File: config.mk
export PLATFORM = sky130hd
export DESIGN_NAME = int_sample_seq
export DESIGN_NICKNAME = d
export VERILOG_FILES = /design/src/rtl/int_seq_pkg.sv /design/src/rtl/int_flag_bank.sv /design/src/rtl/int_poll_arb.sv /design/src/rtl/int_call_seq.sv /design/src/rtl/int_sample_seq.sv
export SDC_FILE = /design/constraint.sdc
export NUM_CORES = 1
export LEC_CHECK = 0
export CAP_MARGIN = 10
export CORE_MARGIN = 4
export CORE_UTILIZATION = 45
export DETAILED_ROUTE_END_ITERATION = 16
export PLACE_DENSITY = 0.93
export SETUP_SLACK_MARGIN = 0.1
export SLEW_MARGIN = 10
export SYNTH_ARGS = -nofsm -noshare
export SYNTH_HDL_FRONTEND = slang
export SYNTH_SLANG_ARGS = --single-unit
File: constraint.sdc
create_clock -name clk -period 3.1 [get_ports clk]
set_input_delay 0.31 -clock clk [delete_from_list [all_inputs] [get_ports clk]]
set_output_delay 0.31 -clock clk [all_outputs]
set_load 0.03 [all_outputs]
File: src/rtl/int_seq_pkg.sv
package int_seq_pkg;

    localparam int N_FLAG = 8;
    localparam int N_SRC  = 6;
    localparam int SRC_W  = 3;

    // flag bit positions
    localparam int FL_EXT0  = 0;
    localparam int FL_TMR0  = 1;
    localparam int FL_EXT1  = 2;
    localparam int FL_TMR1  = 3;
    localparam int FL_RX    = 4;
    localparam int FL_TX    = 5;
    localparam int FL_T2OVF = 6;
    localparam int FL_T2EXT = 7;

    typedef enum logic [SRC_W-1:0] {
        SRC_EXT0 = 3'd0,
        SRC_TMR0 = 3'd1,
        SRC_EXT1 = 3'd2,
        SRC_TMR1 = 3'd3,
        SRC_SER  = 3'd4,
        SRC_TMR2 = 3'd5
    } src_e;

    typedef struct packed {
        logic [2:0] st;
        logic       ph;
    } slot_t;

    typedef struct packed {
        logic vld;
        logic hi;
        src_e src;
    } pick_t;

    function automatic logic at_slot(slot_t s, logic [2:0] st);
        return (s.st == st) && s.ph;
    endfunction

    function automatic int ext_pos(int k);
        return (k == 0) ? FL_EXT0 : FL_EXT1;
    endfunction

    // fold the eight flags into six sources
    function automatic logic [N_SRC-1:0] src_req(logic [N_FLAG-1:0] f);
        logic [N_SRC-1:0] r;
        r[SRC_EXT0] = f[FL_EXT0];
        r[SRC_TMR0] = f[FL_TMR0];
        r[SRC_EXT1] = f[FL_EXT1];
        r[SRC_TMR1] = f[FL_TMR1];
        r[SRC_SER]  = f[FL_RX] | f[FL_TX];
        r[SRC_TMR2] = f[FL_T2OVF] | f[FL_T2EXT];
        return r;
    endfunction

endpackage

File: src/rtl/int_flag_bank.sv
module int_flag_bank
    import int_seq_pkg::*;
#(
    parameter logic [2:0] LATCH_STATE = 3'd5,
    parameter logic [2:0] T2_STATE    = 3'd2,
    parameter int         N_EXT       = 2
) (
    input  logic              clk,
    input  logic              rst,
    input  slot_t             slot,
    input  logic [N_EXT-1:0]  ext_n,
    input  logic [N_EXT-1:0]  ext_edge,
    input  logic              set_t0,
    input  logic              set_t1,
    input  logic              set_rx,
    input  logic              set_tx,
    input  logic              set_t2o,
    input  logic              set_t2x,
    input  logic [N_FLAG-1:0] sw_clr,
    input  logic [N_FLAG-1:0] hw_clr,
    output logic [N_FLAG-1:0] flags
);

    logic [N_FLAG-1:0] flags_q, flags_d;
    logic [N_EXT-1:0]  pin_last_q;
    logic              at_late, at_early;

    assign at_late  = at_slot(slot, LATCH_STATE);
    assign at_early = at_slot(slot, T2_STATE);

    always_comb begin
        flags_d = flags_q & ~sw_clr & ~hw_clr;
        if (at_late) begin
            for (int k = 0; k < N_EXT; k++) begin
                if (ext_edge[k]) begin
                    if (pin_last_q[k] && !ext_n[k])
                        flags_d[ext_pos(k)] = 1'b1;
                end else begin
                    flags_d[ext_pos(k)] = ~ext_n[k];
                end
            end
            flags_d[FL_TMR0]  = flags_d[FL_TMR0]  | set_t0;
            flags_d[FL_TMR1]  = flags_d[FL_TMR1]  | set_t1;
            flags_d[FL_RX]    = flags_d[FL_RX]    | set_rx;
            flags_d[FL_TX]    = flags_d[FL_TX]    | set_tx;
            flags_d[FL_T2EXT] = flags_d[FL_T2EXT] | set_t2x;
        end
        if (at_early)
            flags_d[FL_T2OVF] = flags_d[FL_T2OVF] | set_t2o;
    end

    always_ff @(posedge clk) begin
        if (rst) begin
            flags_q    <= '0;
            pin_last_q <= '1;
        end else begin
            flags_q <= flags_d;
            if (at_late)
                pin_last_q <= ext_n;
        end
    end

    assign flags = flags_q;

    AST_TMR0_LATE_POINT: assert property (@(posedge clk) disable iff (rst)
        $rose(flags_q[FL_TMR0]) |-> $past(at_late));
    AST_T2OVF_EARLY_POINT: assert property (@(posedge clk) disable iff (rst)
        $rose(flags_q[FL_T2OVF]) |-> $past(at_early));
    AST_EXT_EDGE_NEEDS_LOW: assert property (@(posedge clk) disable iff (rst)
        ($rose(flags_q[FL_EXT0]) && ext_edge[0] && $stable(ext_edge[0])) |-> $past(!ext_n[0]));

endmodule

File: src/rtl/int_poll_arb.sv
module int_poll_arb
    import int_seq_pkg::*;
(
    input  logic              clk,
    input  logic              rst,
    input  logic [N_FLAG-1:0] flags,
    input  logic [N_SRC-1:0]  src_en,
    input  logic [N_SRC-1:0]  src_hi,
    input  logic              svc_lo,
    input  logic              svc_hi,
    output pick_t             pick
);

    logic [N_SRC-1:0] req, hi_req, lo_req;
    logic [SRC_W-1:0] hi_idx, lo_idx;

    assign req    = src_req(flags) & src_en;
    assign hi_req = req &  src_hi & {N_SRC{~svc_hi}};
    assign lo_req = req & ~src_hi & {N_SRC{~svc_hi & ~svc_lo}};

    // lowest index wins within a level
    always_comb begin
        hi_idx = '0;
        lo_idx = '0;
        for (int i = N_SRC - 1; i >= 0; i--) begin
            if (hi_req[i]) hi_idx = i[SRC_W-1:0];
            if (lo_req[i]) lo_idx = i[SRC_W-1:0];
        end
    end

    always_comb begin
        pick.vld = |hi_req || |lo_req;
        pick.hi  = |hi_req;
        pick.src = src_e'((|hi_req) ? hi_idx : lo_idx);
    end

    AST_PICK_ENABLED: assert property (@(posedge clk) disable iff (rst)
        pick.vld |-> src_en[pick.src]);
    AST_HI_SVC_BLOCKS: assert property (@(posedge clk) disable iff (rst)
        svc_hi |-> !pick.vld);
    AST_LO_SVC_ONLY_HI: assert property (@(posedge clk) disable iff (rst)
        (svc_lo && pick.vld) |-> (pick.hi && src_hi[pick.src]));

endmodule

File: src/rtl/int_call_seq.sv
module int_call_seq
    import int_seq_pkg::*;
#(
    parameter logic [2:0] POLL_STATE  = 3'd4,
    parameter logic [2:0] LAST_STATE  = 3'd6,
    parameter int         CALL_CYCLES = 2
) (
    input  logic              clk,
    input  logic              rst,
    input  slot_t             slot,
    input  pick_t             pick,
    input  logic              insn_last,
    input  logic              insn_block,
    input  logic [1:0]        ext_edge,
    output logic [N_FLAG-1:0] hw_clr,
    output logic              call_req,
    output src_e              call_src,
    output logic              call_hi
);

    localparam int LEFT_W = (CALL_CYCLES > 1) ? $clog2(CALL_CYCLES) : 1;

    logic              poll_pt, end_pt, acc_ok;
    logic              acc_pend_q;
    src_e              held_src_q;
    logic              held_hi_q;
    logic [LEFT_W-1:0] left_q;

    assign poll_pt = at_slot(slot, POLL_STATE);
    assign end_pt  = at_slot(slot, LAST_STATE);
    assign acc_ok  = poll_pt && pick.vld && insn_last && !insn_block
                     && !acc_pend_q && !call_req;

    always_ff @(posedge clk) begin
        if (rst) begin
            acc_pend_q <= 1'b0;
            held_src_q <= SRC_EXT0;
            held_hi_q  <= 1'b0;
            call_req   <= 1'b0;
            call_src   <= SRC_EXT0;
            call_hi    <= 1'b0;
            left_q     <= '0;
        end else begin
            if (acc_ok) begin
                acc_pend_q <= 1'b1;
                held_src_q <= pick.src;
                held_hi_q  <= pick.hi;
            end
            if (end_pt) begin
                if (acc_pend_q) begin
                    acc_pend_q <= 1'b0;
                    call_req   <= 1'b1;
                    call_src   <= held_src_q;
                    call_hi    <= held_hi_q;
                    left_q     <= LEFT_W'(CALL_CYCLES - 1);
                end else if (call_req) begin
                    if (left_q == '0)
                        call_req <= 1'b0;
                    else
                        left_q <= left_q - 1'b1;
                end
            end
        end
    end

    // flags consumed by the call start
    always_comb begin
        hw_clr = '0;
        if (end_pt && acc_pend_q) begin
            unique case (held_src_q)
                SRC_EXT0: hw_clr[FL_EXT0] = ext_edge[0];
                SRC_TMR0: hw_clr[FL_TMR0] = 1'b1;
                SRC_EXT1: hw_clr[FL_EXT1] = ext_edge[1];
                SRC_TMR1: hw_clr[FL_TMR1] = 1'b1;
                default:  hw_clr          = '0;
            endcase
        end
    end

    AST_CALL_ENDS_AT_BOUNDARY: assert property (@(posedge clk) disable iff (rst)
        $fell(call_req) |-> $past(end_pt));
    AST_CALL_STARTS_AT_BOUNDARY: assert property (@(posedge clk) disable iff (rst)
        $rose(call_req) |-> $past(end_pt && acc_pend_q));
    AST_CALL_SRC_HELD: assert property (@(posedge clk) disable iff (rst)
        (call_req && $past(call_req)) |-> ($stable(call_src) && $stable(call_hi)));
    AST_NO_ACCEPT_IN_CALL: assert property (@(posedge clk) disable iff (rst)
        call_req |-> !acc_pend_q);
    AST_ACCEPT_NEEDS_LAST: assert property (@(posedge clk) disable iff (rst)
        $rose(acc_pend_q) |-> $past(insn_last && !insn_block));

endmodule

File: src/rtl/int_sample_seq.sv
module int_sample_seq
    import int_seq_pkg::*;
#(
    parameter logic [2:0] LATCH_STATE = 3'd5,
    parameter logic [2:0] T2_STATE    = 3'd2,
    parameter logic [2:0] POLL_STATE  = 3'd4,
    parameter logic [2:0] LAST_STATE  = 3'd6,
    parameter int         CALL_CYCLES = 2
) (
    input  logic       clk,
    input  logic       rst,
    input  logic [2:0] cyc_state,
    input  logic       cyc_phase,
    input  logic [1:0] ext_n,
    input  logic [1:0] ext_edge,
    input  logic       tmr0_ovf,
    input  logic       tmr1_ovf,
    input  logic       ser_rx_set,
    input  logic       ser_tx_set,
    input  logic       tmr2_ovf,
    input  logic       tmr2_ext,
    input  logic [5:0] src_en,
    input  logic [5:0] src_hi,
    input  logic       svc_lo,
    input  logic       svc_hi,
    input  logic       insn_last,
    input  logic       insn_block,
    input  logic [7:0] sw_clr,
    output logic [7:0] req_flags,
    output logic       call_req,
    output logic [2:0] call_src,
    output logic       call_hi
);

    slot_t             slot;
    pick_t             pick;
    logic [N_FLAG-1:0] flags, hw_clr;
    src_e              call_src_e;

    assign slot.st = cyc_state;
    assign slot.ph = cyc_phase;

    int_flag_bank #(
        .LATCH_STATE (LATCH_STATE),
        .T2_STATE    (T2_STATE),
        .N_EXT       (2)
    ) i_flags (
        .clk      (clk),
        .rst      (rst),
        .slot     (slot),
        .ext_n    (ext_n),
        .ext_edge (ext_edge),
        .set_t0   (tmr0_ovf),
        .set_t1   (tmr1_ovf),
        .set_rx   (ser_rx_set),
        .set_tx   (ser_tx_set),
        .set_t2o  (tmr2_ovf),
        .set_t2x  (tmr2_ext),
        .sw_clr   (sw_clr),
        .hw_clr   (hw_clr),
        .flags    (flags)
    );

    int_poll_arb i_arb (
        .clk    (clk),
        .rst    (rst),
        .flags  (flags),
        .src_en (src_en),
        .src_hi (src_hi),
        .svc_lo (svc_lo),
        .svc_hi (svc_hi),
        .pick   (pick)
    );

    int_call_seq #(
        .POLL_STATE  (POLL_STATE),
        .LAST_STATE  (LAST_STATE),
        .CALL_CYCLES (CALL_CYCLES)
    ) i_call (
        .clk        (clk),
        .rst        (rst),
        .slot       (slot),
        .pick       (pick),
        .insn_last  (insn_last),
        .insn_block (insn_block),
        .ext_edge   (ext_edge),
        .hw_clr     (hw_clr),
        .call_req   (call_req),
        .call_src   (call_src_e),
        .call_hi    (call_hi)
    );

    assign req_flags = flags;
    assign call_src  = call_src_e;

    AST_RESET_QUIET: assert property (@(posedge clk)
        $past(rst) |-> (!call_req && req_flags == '0));

endmodule

==> results of run 1 <==
==> registers in the layout (all words and copies together), names as in the netlist <==
name	cells
i_flags.flags	8
i_call.call_hi	1
i_call.held_src_q	3
i_call.left_q	1
i_call.call_req	1
i_flags.pin_last_q	2
i_call.call_src	3
i_call.acc_pend_q	1
i_call.held_hi_q	1
==> power breakdown <==
group / leakage, nW / switching, mW / total, mW / internal, mW
Clock: 0.0177 / 0.0860 / 0.134 / 0.0481
Combinational: 0.484 / 0.0364 / 0.0936 / 0.0572
Sequential: 0.170 / 0.00176 / 0.274 / 0.272
==> cell families (layout without fill, tap and decap cells) <==
kind of cell | after synthesis | after routing
flops | 21 | 21
mux | 5 | 5
compound gates | 40 | 40
simple gates | 67 | 67
buf+inv | 17 | 69
==> cell type report <==
| cell class | instances | share of cell area (%) |
|---|---|---|
| inverter | 12 | 2.49 |
| tap | 30 | 2.08 |
| sequential | 21 | 23.3 |
| timing repair buffer | 53 | 29.2 |
| clock inverter | 1 | 0.277 |
| multi-input combinational | 112 | 41.4 |
| clock buffer | 3 | 1.25 |
==> synth_stat cells, drive strengths merged (4+ instances only) <==
cell,number
a21oi,15
dfxtp,21
inv,12
mux2i,5
nand2,12
nand3b,4
nand4b,6
nor2,16
nor2b,5
o21ai,6
or2,5
==> worst min path at each step <==
stage | from | endpoint | slack [ps]
detailed placement | i_call.call_src[0] | i_call.call_src[0] | 480
CTS | i_call.left_q | i_call.left_q | 500
global route | i_call.acc_pend_q | i_call.acc_pend_q | 540
floorplan | tmr1_ovf | i_flags.flags[3] | 450
global placement | i_call.left_q | i_call.left_q | 460
finish | i_call.left_q | i_call.left_q | 500
==> worst max-delay path: stages <==
cell and delay, ps:
clkdlybuf4s50_1 530, or2_1 370, a2111oi_4 330, o22ai_1 140
a2111oi_2 350, a221oi_2 100
==> layer usage <==
metal  routed length, um  global-route usage, %  up-vias
met1                1470                   25.7      645
met5                   0                      0        -
met3                 347                   4.26       12
met2                1720                   36.7       71
met4                  60                   5.57        0
li1                    -                      -      654
==> cell usage in the layout (no fill, tap or decap), types with 2 or more instances in the layout <==
| cell type | Yosys | routed |
|---|---|---|
| clkdlybuf4s50_1 | 0 | 52 |
| dfxtp_1 | 21 | 21 |
| nor2_1 | 16 | 16 |
| a21oi_1 | 15 | 15 |
| inv_1 | 12 | 12 |
| nand2_1 | 12 | 12 |
| nand4b_1 | 5 | 5 |
| nor2b_1 | 5 | 5 |
| mux2i_1 | 5 | 5 |
| or2_1 | 4 | 4 |
| o21ai_0 | 4 | 4 |
| nand3b_1 | 4 | 4 |
| nand2b_1 | 3 | 3 |
| o2111ai_1 | 3 | 3 |
| clkbuf_4 | 0 | 3 |
| and2_1 | 2 | 2 |
| nor3_1 | 2 | 2 |
| nor4_1 | 2 | 2 |
| o211ai_1 | 2 | 2 |
| a311o_1 | 2 | 2 |
==> qor.yml, run 1 <==
synth:
  synthXorXnorAreaFrac_pct: 0
  synthCells: 150
  synth_compound_area_share_pct: 24.5
  yosys.area.top_type: "dfxtp_1"
  synth-edff-count: 0
  synth-simple-area-share_pct: 31.8
  synth_top_family_by_area: "simple AND/OR/NAND/NOR gates"
  synth_seq_cells: 21
  muxShareOfSynthArea_pct: 4.03
  synth_warnings: 0
  netlist_top_cells_area: "dfxtp_1 (34%), a21oi_1 (6.0%), nor2_1 (4.8%), mux2i_1 (4.0%), inv_1 (3.6%)"
  synth_area_mm2: 0.00124
  synth_area_per_cell_um2: 8.27
  synth_flop_cell: "dfxtp_1"
  yosysUniqueCellTypes: 48
  synthArstFlopShare_pct: 0
  synth_nets: 190
  netlist.area_leader.share_pct: 33.9
  synthAdderAreaFrac_pct: 0
  yosysSeqAreaShare_pct: 33.9
critical_path:
  path_class: "input pin to flip-flop"
  rrSetupSlack_ps: 1280
  crit_fanout: 10
  startpoint_type: "input pin"
  end_kind: "flip-flop"
  critPathLaunch: "svc_hi"
  r2r_end: "i_call.held_src_q[1]"
  r2r-start: "i_flags.flags[4]"
  crit_end: "i_call.held_src_q[0]"
  cp_data_required_time_ps: 3290
  reg2reg_depth: 5
  arrival_ps: 2130
cells_and_area:
  finalNonFillerCells: 232
  antenna_cells: 0
  final_area_mm2: 0.00181
  drive_gt1_share_pct: 6.93
  fill_cells: 197
  areaGrowthSynthToFinish_pct: 45.6
  utilization_pct: 71.0
  seq_area_um2: 420
  multi_input_area_um2: 748
  layout.nets: 243
global_route:
  grt_max_degree: 15
  first_global_vias: 1374
  grt_pass1_wl_um: 6000
  antenna_found_initial: 0
  grt_usage_pct: 20.8
  grt_overflow_total: 0
clock_network:
  post_cts_resized: 0
  cts-root-buf: "clkbuf_4"
  cts_buffer_depth: 2
  tritoncts: "built"
  cts_hold_buf: 0
  path_clk_slew_ps: 120
  ctsHtreeMaxLevel: 1
  numCtsBuffers: 3
  clkSinkCount: 21
  cts_setup_buffers: 0
  insertion_delay_ps: 310
detailed_routing:
  final_antenna_net_count: 0
  drc: 0
  vias_per_cell: 5.96
  post_drt_wl_per_cell_um: 15.5
  totalWireLength_um: 3600
  vias: 1382
  first_iter_violations: 88
  first_pass_iters: 4
floorplan:
  row_count: 18
  core_region_area_mm2: 0.00254
  die_x_um: 60.5
  dieArea_mm2: 0.00366
  die_h_um: 60.5
  initial_core_util_pct: 48.8
  io-pin-count: 53
sta:
  drv_slew: 0
  worstMarginPinSlew_ps: 567
  rsz0062_at_grt: "false"
  setup_viol: 0
  post-route-min-period_ps: 1940
  fin_skew_ps: 4.09
  fmax_ghz: 0.516
  hold_slack_ps: 495
  fin_setup_tns_ps: 0
  final.period_utilization_pct: 62.5
  relSlewSlack_pct: 61.7
  setup_ws_ps: 1160
  hold_viol_final: 0
place:
  place.gp.congestion: 0.906
  io_buffers: 52
  place_area_mm2: 0.00178
  place_ws_ps: 833
  place_inst: 228
  dp_hpwl_um: 2880
hold_path:
  hp-class: "flip-flop to flip-flop"
  hold_path_depth: 2
power_and_ir_drop:
  peakVddDrop_uv: 354
  pwr_density_cell_mw_per_mm2: 278
  total_power_mw: 0.502
  p_leak_nw: 0.671
run_status:
  run_status: "complete, no violations"
run:
  maxCapViolCount: 0
No activity file was read; power rests on OpenSTA's default activity.
==> run 2, diff against run 1 <==
CORE_UTILIZATION = 42   (was 45)
PLACE_DENSITY = 0.88   (was 0.93)
clock period = 2 ns   (was 3.1 ns; I/O delays follow)
==> run 2 against run 1 <==
First-iteration DRC count down 1.1%. Power grew 57%. Routed wire length grew 7.8%.
==> qor.yml, run 2 (synthesis results as in run 1) <==
run_status:
  run_status: "complete, no violations"
critical_path:
  crit_family: "compound AO/OA/AOI/OAI gates"
  rrSetupSlack_ps: 240  # -1040 ps
  end_kind: "flip-flop"
  crit_fanout: 5  # -5
  crit_chain: "clkdlybuf4s50_1 > or2_1 > a2111oi_4 > o22ai_1 > a2111oi_2 > a221oi_2"
  path_class: "input pin to flip-flop"
  r2r_end: "i_call.held_src_q[2]"
  arrival_ps: 1970  # -160 ps
  cp_num_buf_inv: 1  # unchanged
  reg2reg_depth: 6  # +1
  r2r-start: "i_flags.flags[4]"
  critPathSlowestCell: "clkdlybuf4s50_1"
  max_stage_delay_ps: 480  # -50 ps
  startpoint_type: "input pin"
  cp_data_required_time_ps: 2200  # -1090 ps
detailed_routing:
  post_drt_wl_per_cell_um: 16.0  # +2.9%
  drc: 0  # unchanged
  first_iter_violations: 87  # -1.1%
  totalWireLength_um: 3880  # +7.8%
  first_pass_iters: 4  # unchanged
  final_antenna_net_count: 0  # unchanged
  vias_per_cell: 5.80  # -2.6%
  vias: 1410  # +2.0%
place:
  place_area_mm2: 0.00186  # +4.3%
  io_buffers: 52  # unchanged
  dp_hpwl_um: 3160  # +9.5%
  place.gp.congestion: 0.888  # -2.0%
clock_network:
  cts-root-buf: "clkbuf_4"
  path_clk_slew_ps: 110  # about the same
  tritoncts: "built"
  cts_setup_buffers: 0  # unchanged
  cts_buffer_depth: 2  # unchanged
  post_cts_resized: 0  # unchanged
  cts_hold_buf: 0  # unchanged
  numCtsBuffers: 3  # unchanged
  ctsHtreeMaxLevel: 1  # unchanged
  clkSinkCount: 21  # unchanged
  insertion_delay_ps: 310  # about the same
global_route:
  grt_max_degree: 12  # -3
  grt_overflow_total: 0  # unchanged
  antenna_found_initial: 0  # unchanged
  grt_pass1_wl_um: 6250  # +4.1%
  first_global_vias: 1433  # +4.3%
  grt_usage_pct: 19.4  # -1.4 points
cells_and_area:
  fill_cells: 255  # +29%
  layout_commonest_cell: "clkdlybuf4s50_1"
  layout_common_cells: "clkdlybuf4s50_1 (52), dfxtp_1 (21), nor2_1 (16)"
  layout.nets: 253  # +4.1%
  utilization_pct: 67.7  # -3.3 points
  largest_reg_flops: 8  # unchanged
  drive_gt1_share_pct: 10.8  # +3.9 points
  antenna_cells: 0  # unchanged
  areaGrowthSynthToFinish_pct: 51.6
  final_area_mm2: 0.00188  # +4.2%
sta:
  fin_skew_ps: 0.606  # -3.49 ps
  setup_viol: 0  # unchanged
  hold_viol_final: 0  # unchanged
  fmax_ghz: 0.563
  post-route-min-period_ps: 1780
  hold_slack_ps: 436  # -59.2 ps
  rsz0062_at_grt: "false"
  worstMarginPinSlew_ps: 424  # -143 ps
  drv_slew: 0  # unchanged
  relSlewSlack_pct: 71.5  # +9.8 points
  final.period_utilization_pct: 88.8
floorplan:
  row_count: 19  # +1
  dieArea_mm2: 0.00389  # +6.2%
  io-pin-count: 53  # unchanged
  core_region_area_mm2: 0.00278  # +9.3%
  initial_core_util_pct: 44.6  # -4.1 points
  die_h_um: 62.4  # +3.0%
  die_x_um: 62.4  # +3.0%
power_and_ir_drop:
  peakVddDrop_uv: 483  # +37%
  p_switching_mw: 0.193  # +56%
  comb_power_share_pct: 19.8  # +1.1 points
  p_leak_nw: 0.716  # +6.6%
  pwr_density_cell_mw_per_mm2: 420  # +51%
  p_int_mw: 0.596  # +58%
  p_sw_share_pct: 24.5  # -0.29 points
  total_power_mw: 0.789  # +57%
  seq_power_share_pct: 53.8  # -0.8 points
  clock_power_share_pct: 26.4  # -0.3 points
hold_path:
  hp-class: "input pin to flip-flop"
  min_to: "i_flags.flags[1]"
  hold_path_depth: 3  # +1
  worstHoldStart: "tmr0_ovf"
run:
  maxCapViolCount: 0  # unchanged
run 2: changes by cell type in the layout (fill, tap and decap cells not counted), sizes merged:
cell and delta:
buf +10, clkbuf +1, clkinv -1
run 2: worst max path at each step:
stage	startpoint	to	slack, ps	cells past startpoint
after CTS	svc_hi	i_call.held_src_q[0]	250	6
after floorplan	i_flags.flags[4]	i_call.held_src_q[1]	330	5
after global routing	svc_hi	i_call.held_src_q[0]	160	6
final	svc_hi	i_call.held_src_q[0]	220	6
after global placement	svc_hi	i_call.held_src_q[0]	-4	6
after detailed placement	svc_hi	i_call.held_src_q[0]	-80	6
run 2: metrics by stage:
stage | worst slack [ps] | TNS, ps | std cells
after floorplan | 333 | 0 | 150
after global placement | -4.42 | -4.42 | 239
after detailed placement | -84.2 | -129 | 239
after CTS | 251 | 0 | 243
after global routing | 155 | 0 | 243
final | 224 | 0 | 243
run 2: power groups by stage:
stage	Clock (mW)	Combinational, mW	Sequential [mW]
2_1_floorplan	0	0.0398	0.438
3_3_place_gp	0	0.149	0.434
3_5_place_dp	0	0.155	0.434
4_1_cts	0.215	0.156	0.425
5_1_grt	0.236	0.166	0.426
6_report	0.209	0.156	0.425
run 2: area by class of cell:
class	instances	area, um2	area share (%)
Tap cell	31	38.8	2.06
Timing Repair Buffer	63	603	32.0
Multi-Input combinational cell	112	748	39.8
Clock buffer	4	26.3	1.40
Sequential cell	21	420	22.3
Inverter	12	45.0	2.39
run 2: per-layer routing:
layer / wire length, um / track usage [%] / up-vias
li1: - / - / 671
met1: 1580 / 22.7 / 674
met2: 2000 / 33.4 / 54
met3: 221 / 4.50 / 11
met4: 76 / 7.96 / 0
met5: 0 / 0 / -
run 2: worst reg2reg max path: cells and delay by family (launching register included):
family | cells | cell delay, ps
AO/OA/AOI/OAI | 3 | 690
flip-flops | 1 | 350
multiplexers | 1 | 220
buffers and inverters | 1 | 160
AND/OR/NAND/NOR | 1 | 270
==> run 3, diff against run 2 <==
SETUP_SLACK_MARGIN = 0.02   (was 0.1)
==> results of run 3 <==
The final DEF is identical to that of run 2; final timing and power are the same.
